$ cat src/rtl/lcs_pkg.sv
package lcs_pkg;

    // Classification of a decoded syndrome.
    typedef enum logic [1:0] {
        SYN_CLEAN   = 2'd0,
        SYN_CHK_BIT = 2'd1,
        SYN_DAT_BIT = 2'd2,
        SYN_BEYOND  = 2'd3
    } syn_class_e;

    // Number of check bits needed for a single-error-correcting code over dw data bits.
    function automatic int calc_chk_w(input int dw);
        for (int p = 1; p < 31; p++) begin
            if ((1 << p) >= dw + p + 1) return p;
        end
        return 31;
    endfunction

    function automatic bit is_pow2(input int v);
        return (v > 0) && ((v & (v - 1)) == 0);
    endfunction

    // Code-word position (1-based) occupied by data bit idx.
    function automatic int data_cw_pos(input int idx);
        int seen;
        seen = 0;
        for (int p = 1; p < 65536; p++) begin
            if (!is_pow2(p)) begin
                if (seen == idx) return p;
                seen++;
            end
        end
        return 0;
    endfunction

    // Next index of a ring of the given size.
    function automatic int ring_next(input int cur, input int size);
        return (cur == size - 1) ? 0 : cur + 1;
    endfunction

endpackage

$ cat src/rtl/lcs_retime.sv
module lcs_retime #(
    parameter int DATA_W = 32,
    parameter int CHK_W  = 6
) (
    input  logic              clk,
    input  logic              rst,
    input  logic              vld_i,
    input  logic [DATA_W-1:0] data_i,
    input  logic [CHK_W-1:0]  chk_i,
    output logic              vld_o,
    output logic [DATA_W-1:0] data_o,
    output logic [CHK_W-1:0]  chk_o
);

    always_ff @(posedge clk) begin
        if (rst) begin
            vld_o <= 1'b0;
        end else begin
            vld_o <= vld_i;
        end
    end

    always_ff @(posedge clk) begin
        if (vld_i) begin
            data_o <= data_i;
            chk_o  <= chk_i;
        end
    end

endmodule

$ cat src/rtl/lcs_sec_corr.sv
module lcs_sec_corr
    import lcs_pkg::*;
#(
    parameter int DATA_W = 32,
    parameter int CHK_W  = 6
) (
    input  logic              clk,
    input  logic              rst,
    input  logic              vld_i,
    input  logic [DATA_W-1:0] data_i,
    input  logic [CHK_W-1:0]  chk_i,
    output logic [DATA_W-1:0] data_o,
    output logic              corr_o
);

    localparam int CW_LEN = DATA_W + CHK_W;

    logic [CHK_W-1:0] recomp;
    logic [CHK_W-1:0] syndrome;
    syn_class_e       syn_class;

    // Recompute check bits from the received data.
    for (genvar gb = 0; gb < CHK_W; gb++) begin : g_chk
        logic [DATA_W-1:0] tap;
        for (genvar gi = 0; gi < DATA_W; gi++) begin : g_tap
            localparam int POS = data_cw_pos(gi);
            assign tap[gi] = (((POS >> gb) & 1) != 0) ? data_i[gi] : 1'b0;
        end
        assign recomp[gb] = ^tap;
    end

    assign syndrome = recomp ^ chk_i;

    // Flip the data bit the syndrome points at, if any.
    for (genvar gi = 0; gi < DATA_W; gi++) begin : g_fix
        localparam int POS = data_cw_pos(gi);
        assign data_o[gi] = data_i[gi] ^ (syndrome == CHK_W'(POS));
    end

    always_comb begin
        if (syndrome == '0)
            syn_class = SYN_CLEAN;
        else if ($onehot(syndrome))
            syn_class = SYN_CHK_BIT;
        else if (int'(syndrome) <= CW_LEN)
            syn_class = SYN_DAT_BIT;
        else
            syn_class = SYN_BEYOND;
    end

    assign corr_o = vld_i && ((syn_class == SYN_CHK_BIT) || (syn_class == SYN_DAT_BIT));

    // a data-bit syndrome changes exactly one data bit
    p_data_fix_one_bit_r3: assert property (@(posedge clk) disable iff (rst)
        (vld_i && syn_class == SYN_DAT_BIT) |-> ($countones(data_o ^ data_i) == 1));

    // check-bit and clean syndromes leave the data untouched
    p_chk_fix_no_change_r4: assert property (@(posedge clk) disable iff (rst)
        (vld_i && (syn_class == SYN_CHK_BIT || syn_class == SYN_CLEAN)) |-> (data_o == data_i));

endmodule

$ cat src/rtl/lcs_fifo.sv
module lcs_fifo
    import lcs_pkg::*;
#(
    parameter int DATA_W    = 32,
    parameter int NOM_DEPTH = 4
) (
    input  logic              clk,
    input  logic              rst,
    input  logic              wr_en_i,
    input  logic [DATA_W-1:0] wr_data_i,
    output logic              full_o,
    output logic              rd_valid_o,
    input  logic              rd_ready_i,
    output logic [DATA_W-1:0] rd_data_o,
    output logic              ovf_o
);

    localparam int TOT_DEPTH = NOM_DEPTH + 1;
    localparam int PTR_W     = (TOT_DEPTH > 1) ? $clog2(TOT_DEPTH) : 1;
    localparam int CNT_W     = $clog2(TOT_DEPTH + 1);
    localparam logic [CNT_W-1:0] CNT_TOT = CNT_W'(TOT_DEPTH);
    localparam logic [CNT_W-1:0] CNT_NOM = CNT_W'(NOM_DEPTH);

    logic [DATA_W-1:0] slots [TOT_DEPTH];
    logic [PTR_W-1:0]  wr_ptr, rd_ptr;
    logic [CNT_W-1:0]  count;
    logic              all_used, rd_fire, wr_accept;

    assign all_used   = (count == CNT_TOT);
    assign rd_valid_o = (count != '0);
    assign rd_fire    = rd_valid_o && rd_ready_i;
    assign wr_accept  = wr_en_i && (!all_used || rd_fire);
    assign rd_data_o  = slots[rd_ptr];
    assign full_o     = (count >= CNT_NOM);

    always_ff @(posedge clk) begin
        if (wr_accept) slots[wr_ptr] <= wr_data_i;
    end

    always_ff @(posedge clk) begin
        if (rst) begin
            wr_ptr <= '0;
            rd_ptr <= '0;
            count  <= '0;
            ovf_o  <= 1'b0;
        end else begin
            if (wr_accept) wr_ptr <= PTR_W'(ring_next(int'(wr_ptr), TOT_DEPTH));
            if (rd_fire)   rd_ptr <= PTR_W'(ring_next(int'(rd_ptr), TOT_DEPTH));
            case ({wr_accept, rd_fire})
                2'b10:   count <= count + 1'b1;
                2'b01:   count <= count - 1'b1;
                default: count <= count;
            endcase
            if (wr_en_i && all_used && !rd_fire) ovf_o <= 1'b1;
        end
    end

    // occupancy never exceeds nominal depth plus the extra slot
    p_cap_r8: assert property (@(posedge clk) disable iff (rst) count <= CNT_TOT);

    // back-pressure only drops after a read
    p_full_fall_r7: assert property (@(posedge clk) disable iff (rst)
        (full_o && !rd_fire) |=> full_o);

    // write plus read at all-used keeps the buffer completely occupied
    p_wr_rd_at_top_r9: assert property (@(posedge clk) disable iff (rst)
        (all_used && wr_en_i && rd_fire) |=> (count == CNT_TOT));

    // overflow flag is sticky
    p_ovf_sticky_r10: assert property (@(posedge clk) disable iff (rst)
        ovf_o |=> ovf_o);

    // a stalled head flit stays put
    p_hold_r11: assert property (@(posedge clk) disable iff (rst)
        (rd_valid_o && !rd_ready_i) |=> (rd_valid_o && $stable(rd_data_o)));

endmodule

$ cat src/rtl/lcs_link_port.sv
module lcs_link_port
    import lcs_pkg::*;
#(
    parameter  int DATA_W    = 32,
    parameter  int NOM_DEPTH = 4,
    localparam int CHK_W     = calc_chk_w(DATA_W)
) (
    input  logic              clk,
    input  logic              rst,
    input  logic              in_valid,
    input  logic [DATA_W-1:0] in_data,
    input  logic [CHK_W-1:0]  in_chk,
    output logic              full,
    output logic              out_valid,
    input  logic              out_ready,
    output logic [DATA_W-1:0] out_data,
    output logic              corr_pulse,
    output logic              ovf_err
);

    logic              rt_vld;
    logic [DATA_W-1:0] rt_data;
    logic [CHK_W-1:0]  rt_chk;
    logic [DATA_W-1:0] fixed_data;

    lcs_retime #(.DATA_W(DATA_W), .CHK_W(CHK_W)) retime_i (
        .clk    (clk),
        .rst    (rst),
        .vld_i  (in_valid),
        .data_i (in_data),
        .chk_i  (in_chk),
        .vld_o  (rt_vld),
        .data_o (rt_data),
        .chk_o  (rt_chk)
    );

    lcs_sec_corr #(.DATA_W(DATA_W), .CHK_W(CHK_W)) corr_i (
        .clk    (clk),
        .rst    (rst),
        .vld_i  (rt_vld),
        .data_i (rt_data),
        .chk_i  (rt_chk),
        .data_o (fixed_data),
        .corr_o (corr_pulse)
    );

    lcs_fifo #(.DATA_W(DATA_W), .NOM_DEPTH(NOM_DEPTH)) fifo_i (
        .clk        (clk),
        .rst        (rst),
        .wr_en_i    (rt_vld),
        .wr_data_i  (fixed_data),
        .full_o     (full),
        .rd_valid_o (out_valid),
        .rd_ready_i (out_ready),
        .rd_data_o  (out_data),
        .ovf_o      (ovf_err)
    );

    // the correction pulse only accompanies a flit in the retiming stage
    p_corr_with_flit_r5: assert property (@(posedge clk) disable iff (rst)
        corr_pulse |-> $past(in_valid));

    // a registered flit reaches the buffer head one edge later
    p_latency_r2: assert property (@(posedge clk) disable iff (rst)
        (rt_vld && !out_valid) |=> out_valid);

endmodule

$ cat config.mk
export PLATFORM = sky130hd
export DESIGN_NAME = lcs_link_port
export DESIGN_NICKNAME = d
export VERILOG_FILES = /design/src/rtl/lcs_pkg.sv /design/src/rtl/lcs_retime.sv /design/src/rtl/lcs_sec_corr.sv /design/src/rtl/lcs_fifo.sv /design/src/rtl/lcs_link_port.sv
export SDC_FILE = /design/constraint.sdc
export NUM_CORES = 1
export LEC_CHECK = 0
export ABC_AREA = 1
export BUFFER_PORTS_ARGS = -buffer_cell sky130_fd_sc_hd__buf_2
export CAP_MARGIN = 20
export CORE_MARGIN = 2
export CORE_UTILIZATION = 35
export DETAILED_ROUTE_END_ITERATION = 10
export SLEW_MARGIN = 10
export SYNTH_ARGS = -nofsm -noshare
export SYNTH_HDL_FRONTEND = slang
export SYNTH_HIERARCHICAL = 1
export SYNTH_SLANG_ARGS = --single-unit
$ cat constraint.sdc
create_clock -name clk -period 9.2 [get_ports clk]
set_input_delay 0.46 -clock clk [delete_from_list [all_inputs] [get_ports clk]]
set_output_delay 0.46 -clock clk [all_outputs]
set_load 0.05 [all_outputs]
==> results of run 1 <==
## power by group through the flow
stage	Combinational (mW)	Sequential, mW	Clock [mW]
final	1.02	1.16	0.911
after CTS	1.03	1.16	0.933
after global placement	1.02	1.18	0
after global routing	1.13	1.17	0.977
after detailed placement	1.03	1.18	0
after floorplan	0.793	1.17	0
## flip-flops by register name, summed over array words and instances (netlist names), named ones only
name,flops
fifo_i/slots,160
retime_i/data_o,32
retime_i/chk_o,6
fifo_i/count,3
fifo_i/rd_ptr,3
fifo_i/wr_ptr,3
fifo_i/ovf_o,1
retime_i/vld_o,1
## final cells by class
cell class,instances,area share
Sequential cell,212,0.542
Multi-Input combinational cell,630,0.287
Clock buffer,25,0.0507
Tap cell,378,0.0411
Timing Repair Buffer,86,0.0394
Inverter,77,0.0251
Clock inverter,17,0.0146
Antenna cell,1,0.000218
## stage by stage
stage                     setup slack, ns  hold WS (ns)
after floorplan                      4.80         0.468
after detailed placement             4.77         0.450
after global placement               4.85         0.445
after global routing                 3.96        0.0985
final                                4.28         0.120
after CTS                            4.24         0.103
## synthesized netlist by cell type (all sizes together)
library cell / instances / share of area
a211oi: 3 / 0.0022
a21boi: 1 / 0.00075
a21oi: 9 / 0.0056
a31oi: 33 / 0.021
buf: 21 / 0.017
clkbuf: 12 / 0.0049
clkinv: 1 / 0.00037
dfxtp: 14 / 0.028
edfxtp: 198 / 0.59
fa: 4 / 0.0080
ha: 9 / 0.011
inv: 76 / 0.028
nand2: 183 / 0.076
nand3: 50 / 0.027
nand3b: 5 / 0.0037
nand4: 8 / 0.0050
nor2: 182 / 0.073
nor3: 3 / 0.0015
o21a: 1 / 0.00075
o21ai: 86 / 0.043
xnor2: 23 / 0.021
xor2: 30 / 0.028
## worst max-delay path by stage
stage	slack (ns)	depth (start not counted)	from	to
floorplan	4.80	18	retime_i/data_o[17]	corr_pulse
global placement	4.85	19	retime_i/data_o[17]	corr_pulse
detailed placement	4.77	17	retime_i/data_o[6]	corr_pulse
CTS	4.24	17	retime_i/data_o[6]	corr_pulse
global route	3.96	17	retime_i/data_o[6]	corr_pulse
finish	4.28	17	retime_i/data_o[6]	corr_pulse
## per-layer routing
metal	up-vias	GRT usage
met1	3238	0.206
met4	0	0.0431
met3	33	0.0248
li1	3374	-
met2	190	0.265
met5	-	0
## kinds of logic (layout without fill, tap and decap cells)
family          count (synthesis)  count (layout)
buf+inv                       110             205
fa+ha+maj                      13              13
flops                         212             212
other cells                     0               1
xor+xnor                       53              53
compound gates                133             133
simple gates                  431             431
==> results_dict.tcl, run 1 <==
set metrics [dict create \
    die-width_um 173 \
    max_slew_margin 0.357 \
    final-setup-viol-count 0 \
    post_cts_buffers 0 \
    post_synth_xor_area_fraction 0.0494 \
    wl_met1_um 10500 \
    start_util 0.357 \
    routed-wl-met3_um 1300 \
    fmax_mhz 203 \
    ys_warn_count 6 \
    irDropWorstVdd_mv 0.127 \
    drtIter0Drc 451 \
    syn_inst 952 \
    insertion_delay_ns 0.51 \
    antenna_left 0 \
    status "completed" \
    dr.pass1.iters 6 \
    required_ns 8.74 \
    cts_made_buffers 23 \
    seqPwrFrac 0.376 \
    cts_tree "done" \
    hp-class "in -> reg" \
    cts.path.max_buffers 3 \
    end_kind "output port" \
    clkPwrFrac 0.294 \
    worstSetupStartpointType "flip-flop" \
    hold_end "retime_i/chk_o[0]" \
    synth-simple-area-share 0.186 \
    p_leak_nw 4.47 \
    antenna_found_initial 1 \
    dpl_cell_area_um2 10700 \
    layout_commonest_cell "edfxtp_1" \
    grt_max_degree 66 \
    ios 78 \
    synth_top_family_by_area "simple AND/OR/NAND/NOR gates" \
    seqCellArea_um2 6230 \
    nNetsFinal 1085 \
    fin_util 0.411 \
    p_int_mw 1.95 \
    synthAdderAreaFrac 0.0192 \
    dp.cells 1383 \
    area_delta_synth_final_pct 14.8 \
    crit_type "reg -> out" \
    rr_endpoint "fifo_i/slots[0][11]" \
    drt-wirelength-per-cell_um 16.4 \
    numPortBuffers 77 \
    final_area_um2 11500 \
    hold_violations 0 \
    top_layer "met4" \
    worst_path_largest_cell_delay_ns 0.54 \
    dp_hpwl_um 15300 \
    fp.dieH_um 173 \
    cts_resized 0 \
    cts_sinks 212 \
    finalSetupTns_ns 0 \
    fin_total_pwr_mw 3.10 \
    synth.avg_cell_area_um2 10.5 \
    routabilityCongestion 0.909 \
    reg2reg_from "retime_i/data_o[6]" \
    muxShareOfSynthArea 0 \
    cp_top_family "adder cells" \
    cts_hold_buf 0 \
    core-area_um2 28000 \
    power.density_nw_per_um2 269 \
    viasPerCell 4.79 \
    wl_um 23400 \
    path_cells "xnor2_1 > xor2_1 > xor2_1 > xor2_1 > xnor2_1 > fa_1 > inv_1 > fa_1 > inv_1 > ha_1 > inv_1 > fa_1 > a31oi_1 > nand2_1 > nor2_1 > nor2_1 > buf_2" \
    syn_area_um2 10000 \
    path_clk_slew_ns 0.06 \
    tightest_slew_ns 0.965 \
    combinationalPowerShare 0.330 \
    p_sw_frac 0.372 \
    clock_skew_ns 0.0211 \
    fillerInstances 2716 \
    cp_max_fo 5 \
    instances_no_fill 1426 \
    htreeDepth 1 \
    layout-drive-gt1-share 0.169 \
    wl_met2_um 11200 \
    die-area_um2 30000 \
    syn_nets 1007 \
    rsz0062_at_grt "no" \
    rr_worst_depth 8 \
    final_cell_mix "edfxtp_1, nor2_1, nand2_1" \
    synth_seq_cells 212 \
    drv_cap 0 \
    holdPathStages 1 \
    reg2reg_slack_ns 6.10 \
    slew_viol_final 0 \
    cp.arrival_ns 4.46 \
    crit_buf_inv 4 \
    grt_first_pass_wirelength_um 36500 \
    fin_crit_ns 4.92 \
    synth_compound_area_frac 0.0730 \
    grt_pass1_vias 6567 \
    p_switching_mw 1.15 \
    grt_overflow 0 \
    num_vias 6835 \
    worstHoldStart "in_chk[0]" \
    rows 61 \
    crit_slowest_cell "fa_1" \
    grt_use_total 0.155 \
    ys_types 36 \
    yosysSeqAreaShare 0.622 \
    fin_crit_sh 0.535 \
    multi_input_area_um2 3300 \
    drcViolationCount 0 \
    clockRootBuffer "clkbuf_16" \
]
(Power assumes the default switching activity.)
==> run 2, diff against run 1 <==
--- a/config.mk
+++ b/config.mk
@@ -5,7 +5,7 @@
 export SDC_FILE = /design/constraint.sdc
 export NUM_CORES = 1
 export LEC_CHECK = 0
-export ABC_AREA = 1
+export ABC_AREA = 0
 export BUFFER_PORTS_ARGS = -buffer_cell sky130_fd_sc_hd__buf_2
 export CAP_MARGIN = 20
 export CORE_MARGIN = 2
==> constraint.sdc (replaced) <==
create_clock -name clk -period 4.7 [get_ports clk]
set_input_delay 0.235 -clock clk [delete_from_list [all_inputs] [get_ports clk]]
set_output_delay 0.235 -clock clk [all_outputs]
set_load 0.05 [all_outputs]
==> run 2 against run 1 <==
Compared with the run above:
- the flow now finishes with violations (DRC)
- core utilization increased by 2.3 points
- sequential cell count unchanged
- global-route usage decreased by 1.2 points
- design area decreased by 1.5%
- final cell count decreased by 29%
- die area decreased by 6.8%
- non-clock buffer count increased by 51
- clock power increased by 91%
- first-iteration DRC count decreased by 31%
==> results_dict.tcl, run 2 <==
set metrics [dict create \
    status "complete, but fails checks" \
    violations "DRC" \
    power.density_nw_per_um2 573 \
    die-area_um2 27900 \
    yosysSeqAreaShare 0.668 \
    path_cells "buf_4 > xnor2_1 > xnor2_1 > xnor2_1 > xnor2_1 > xnor2_2 > inv_2 > fa_1 > inv_2 > fa_1 > inv_1 > ha_1 > inv_1 > fa_1 > a31oi_1 > a31oi_2 > buf_6" \
    syn_nets 578 \
    seqPwrFrac 0.362 \
    worst_path_largest_cell_delay_ns 0.55 \
    antenna_found_initial 0 \
    p_switching_mw 2.28 \
    synth.avg_cell_area_um2 17.8 \
    finalSetupTns_ns 0 \
    die-width_um 167 \
    cp_top_family "adder cells" \
    worstSetupStartpointType "flip-flop" \
    use_met3 0.0222 \
    ys_types 51 \
    drv_cap 0 \
    fin_crit_ns 4.69 \
    insertion_delay_ns 0.49 \
    nNetsFinal 712 \
    slew_viol_final 0 \
    p_sw_frac 0.351 \
    crit_slowest_cell "fa_1" \
    drcViolationCount 3 \
    fillerInstances 2340 \
    reg2reg_slack_ns 1.49 \
    rr_worst_depth 7 \
    fin_util 0.433 \
    synth_area_leaders "edfxtp_1, mux4_2, xnor2_1" \
    cts.path.max_buffers 3 \
    cts_made_buffers 22 \
    numPortBuffers 77 \
    layout_commonest_cell "edfxtp_1" \
    syn_inst 523 \
    ios 78 \
    rsz0062_at_grt "yes" \
    p_leak_nw 3.88 \
    max_slew_margin 0.338 \
    hp-class "in -> reg" \
    cts_tree "done" \
    largest_reg_flops 160 \
    routabilityCongestion 0.857 \
    rr_endpoint "fifo_i/slots[2][31]" \
    drt-wirelength-per-cell_um 19.8 \
    core-area_um2 26100 \
    dr.pass1.iters 8 \
    yosysMostFrequentCell "edfxtp_1" \
    syn_area_um2 9320 \
    area_delta_synth_final_pct 21.5 \
    path_clk_slew_ns 0.06 \
    crit_type "reg -> out" \
    grt_use_total 0.143 \
    fin_crit_sh 0.998 \
    rows 59 \
    met2_usage 0.242 \
    yosysTopAreaCell "edfxtp_1" \
    synth_top_area_share 0.638 \
    p_int_mw 4.21 \
    synth_edf_count 198 \
    cp.depth 17 \
    drtIter0Drc 311 \
    cts_sinks 212 \
    async_reset_ff_frac 0 \
    hold_ws_ns 0.0840 \
    antenna-diode-count 0 \
    start_util 0.357 \
    synthFlopType "edfxtp_1" \
    crit_start "retime_i/data_o[28]" \
    grt_first_pass_wirelength_um 30500 \
    wl_um 20000 \
    cp.arrival_ns 4.45 \
    fmax_mhz 213 \
    synthTopCellsByCount "edfxtp_1, xnor2_1, mux2_2, mux4_2, nand4_1" \
    viasPerCell 4.95 \
    num_vias 4994 \
    hold_violations 0 \
    crit_path_end "corr_pulse" \
    reg_top3 "fifo_i/slots: 160 flops, retime_i/data_o: 32 flops, retime_i/chk_o: 6 flops" \
    top_register "fifo_i/slots" \
    final_cell_mix "edfxtp_1, buf_2, xnor2_1" \
    synth_seq_cells 212 \
    tightest_slew_ns 0.993 \
    ys_warn_count 6 \
    grt_overflow 0 \
    final-setup-viol-count 0 \
    grt_max_degree 40 \
    reg2reg_from "retime_i/data_o[29]" \
    cp_max_fo 3 \
    clkPwrFrac 0.268 \
    layout-drive-gt1-share 0.340 \
    end_kind "output port" \
    clockRootBuffer "clkbuf_16" \
    cp_common_cell "xnor2_1" \
    htreeDepth 1 \
    fp.dieH_um 167 \
    busiest_layer "met2" \
    irDropWorstVdd_mv 0.544 \
    clock_skew_ns 0.00955 \
    crit_buf_inv 6 \
    combinationalPowerShare 0.370 \
    required_ns 4.47 \
    grt_pass1_vias 5146 \
    antenna_left 0 \
    dp_hpwl_um 13200 \
    gr-usage-met1 0.197 \
]
-- run 2: layer usage --
layer | share of wire | vias to the layer above | routed length [um]
met1 | 0.44 | 2548 | 8830
met2 | 0.50 | 138 | 9930
li1 | - | 2287 | -
met3 | 0.047 | 21 | 932
met4 | 0.014 | 0 | 280
met5 | 0 | - | 0
-- run 2: layout make-up --
cell class	count	area, um^2	share of cell area
flip-flops and latches	212	6230	0.550
clock inverters	12	138	0.0122
multi-input cells	267	2940	0.260
well taps	335	419	0.0370
clock buffers	28	594	0.0525
repair buffers	137	937	0.0828
inverters	17	68.8	0.00608
-- run 2: cells by family (layout without fill, tap and decap cells) --
group | count (synthesis) | after routing | synth area share
buf+inv | 44 | 194 | 0.0289
xor+xnor | 91 | 91 | 0.0983
mux | 65 | 65 | 0.118
flops | 212 | 212 | 0.668
simple gates | 73 | 73 | 0.0466
fa+ha+maj | 14 | 14 | 0.0219
compound gates | 24 | 24 | 0.0184
-- run 2: what timing repair did --
| action | CTS | global route |
|---|---|---|
| resized for setup | 9 | 11 |
| gates cloned | 0 | 0 |
| setup endpoints to repair | 1 | 1 |
| endpoints found under the hold margin | 38 | 0 |
| pin swaps | 9 | 13 |
| buffers inserted | 5 | 7 |
| hold buffers | 38 | 0 |
-- run 2: how the worst min path moves through the flow --
stage	slack, ns	depth (start not counted)	end	start
2_1_floorplan	0.30	1	retime_i/vld_o	rst
3_3_place_gp	0.41	1	retime_i/data_o[11]	in_data[11]
3_5_place_dp	0.41	1	retime_i/data_o[1]	in_data[1]
4_1_cts	0.06	2	retime_i/vld_o	rst
5_1_grt	0.08	2	retime_i/vld_o	rst
6_report	0.08	2	retime_i/vld_o	rst
-- run 2: power by group through the flow --
stage	Sequential (mW)	Clock, mW	Combinational (mW)
after floorplan	2.34	0	1.80
after global placement	2.39	0	2.18
after detailed placement	2.39	0	2.23
after CTS	2.35	1.78	2.31
after global routing	2.36	1.85	2.61
final	2.35	1.74	2.40
-- run 2: per-stage QoR --
stage	std cells	instance area (um^2)	setup slack, ns	power, mW
after floorplan	523	9320	0.268	4.14
after global placement	918	10000	0.340	4.56
after detailed placement	918	10000	0.345	4.62
after CTS	1001	11200	0.0224	6.43
after global routing	1008	11300	-0.147	6.82
final	1008	11300	0.0117	6.49
==> run 3, diff against run 2 <==
==> constraint.sdc (replaced) <==
create_clock -name clk -period 5.35 [get_ports clk]
set_input_delay 0.2675 -clock clk [delete_from_list [all_inputs] [get_ports clk]]
set_output_delay 0.2675 -clock clk [all_outputs]
set_load 0.05 [all_outputs]
==> run 3 against run 2 <==
Compared with the run above:
- largest power group is now registers
- sequential cell count is the same
- critical endpoint unchanged
- global-route usage increased by 0.091 points
- the flow still finishes with violations (DRC)
- first-iteration DRC count up 30%
==> results_dict.tcl, run 3 (synthesized netlist as in run 2, its figures left out) <==
set metrics [dict create \
    numPortBuffers 77 \
    htreeDepth 1 \
    pre_cts_ws_ns 0.898 \
    clock_skew_ns 0.00935 \
    viasPerCell 4.93 \
    worst_path_largest_cell_delay_ns 0.56 \
    num_vias 4912 \
    ios 78 \
    nNetsFinal 700 \
    grt_max_degree 40 \
    layout_commonest_cell "edfxtp_1" \
    cp.arrival_ns 4.72 \
    die-width_um 167 \
    dp_hpwl_um 12600 \
    cts.path.max_buffers 3 \
    tightest_slew_ns 0.937 \
    antenna_left 0 \
    hp-class "in -> reg" \
    grt_first_pass_wirelength_um 30700 \
    path_clk_slew_ns 0.06 \
    fin_total_pwr_mw 5.50 \
    hold_violations 0 \
    rr_worst_depth 8 \
    cts_sinks 212 \
    rr_endpoint "fifo_i/slots[0][6]" \
    die-area_um2 27900 \
    insertion_delay_ns 0.52 \
    core-area_um2 26100 \
    rsz0062_at_grt "no" \
    final-setup-viol-count 0 \
    fin_util 0.424 \
    crit_slowest_cell "fa_1" \
    cp_max_fo 3 \
    irDropWorstVdd_mv 0.387 \
    rows 59 \
    violations "DRC" \
    slew_viol_final 0 \
    grt_overflow 0 \
    crit_buf_inv 5 \
    top_register "fifo_i/slots" \
    fmax_mhz 200 \
    cts_resized 0 \
    worstSetupStartpointType "flip-flop" \
    cts_hold_buf 38 \
    timing.final.ws_setup_ns 0.361 \
    cp_common_cell "inv_1" \
    drtIter0Drc 404 \
    fin_crit_ns 4.99 \
    wl_um 19700 \
    p_leak_nw 3.75 \
    area_delta_synth_final_pct 19.0 \
    reg_top3 "fifo_i/slots: 160 flops, retime_i/data_o: 32 flops, retime_i/chk_o: 6 flops" \
    max_slew_margin 0.376 \
    antenna-diode-count 0 \
    status "complete, but fails checks" \
    power.density_nw_per_um2 496 \
    drt-wirelength-per-cell_um 19.8 \
    cp.depth 15 \
    antenna_found_initial 0 \
    crit_path_end "corr_pulse" \
    reg2reg_slack_ns 2.18 \
    fp.dieH_um 167 \
    grt_pass1_vias 5304 \
    start_util 0.357 \
    clockRootBuffer "clkbuf_16" \
    crit_type "reg -> out" \
    hold_ws_ns 0.0831 \
    cts_made_buffers 23 \
    layout-drive-gt1-share 0.306 \
    holdPathStages 2 \
    grt_use_total 0.144 \
    routabilityCongestion 0.843 \
    cts_tree "done" \
    crit_start "retime_i/data_o[25]" \
    reg2reg_from "retime_i/data_o[10]" \
    cp_top_family "adder cells" \
    drv_cap 0 \
    finalSetupTns_ns 0 \
    path_cells "xnor2_1 > xnor3_2 > xnor2_1 > xnor2_1 > inv_1 > fa_1 > inv_1 > fa_1 > inv_1 > ha_1 > inv_1 > fa_1 > a31oi_1 > a31oi_1 > buf_2" \
    required_ns 5.08 \
    post_cts_buffers 0 \
    drcViolationCount 6 \
    fin_crit_sh 0.933 \
    end_kind "output port" \
    largest_reg_flops 160 \
    dr.pass1.iters 8 \
    final_cell_mix "edfxtp_1, buf_2, xnor2_1" \
]
==> run 3: changes by cell type in the layout (fill, tap and decap cells not counted), moves of 3 or more <==
| cell | change |
|---|---|
| buf_4 | -13 |
| clkinv_2 | +3 |
| clkbuf_1 | -5 |
| inv_2 | -3 |
| xnor2_1 | +12 |
| inv_1 | +3 |
| xnor2_2 | -12 |
==> run 3: worst min-delay path by stage <==
stage / end / from / slack (ns)
2_1_floorplan: retime_i/vld_o / rst / 0.33
3_3_place_gp: retime_i/data_o[28] / in_data[28] / 0.45
3_5_place_dp: retime_i/data_o[7] / in_data[7] / 0.45
4_1_cts: retime_i/vld_o / rst / 0.07
5_1_grt: retime_i/vld_o / rst / 0.09
6_report: fifo_i/ovf_o / rst / 0.08
==> run 3: per-layer routing <==
| metal | vias to the layer above | global-route usage | part of all wire |
|---|---|---|---|
| li1 | 2257 | - | - |
| met1 | 2456 | 0.191 | 0.42 |
| met2 | 166 | 0.250 | 0.50 |
| met3 | 33 | 0.0217 | 0.054 |
| met4 | 0 | 0.0378 | 0.023 |
| met5 | - | 0 | 0 |
==> run 3: cell type report <==
| class | count | area, um^2 |
|---|---|---|
| Timing Repair Buffer | 124 | 833 |
| Clock buffer | 23 | 576 |
| Multi-Input combinational cell | 267 | 2830 |
| Inverter | 17 | 68.8 |
| Fill cell | 2358 | 15000 |
| Tap cell | 335 | 419 |
| Clock inverter | 18 | 134 |
| Sequential cell | 212 | 6230 |
==> run 3: through the flow <==
step,std cells,cell area [um^2]
floorplan,523,9320
global placement,917,10000
detailed placement,917,10000
CTS,996,11100
global route,996,11100
finish,996,11100
==> run 3: power by group <==
| part | internal, mW | leakage [nW] | switching (mW) | total (mW) |
|---|---|---|---|---|
| Combinational | 0.676 | 1.46 | 1.27 | 1.95 |
| Clock | 0.840 | 0.351 | 0.647 | 1.49 |
| Sequential | 1.99 | 1.94 | 0.0687 | 2.06 |
| Total | 3.51 | 3.75 | 1.99 | 5.50 |
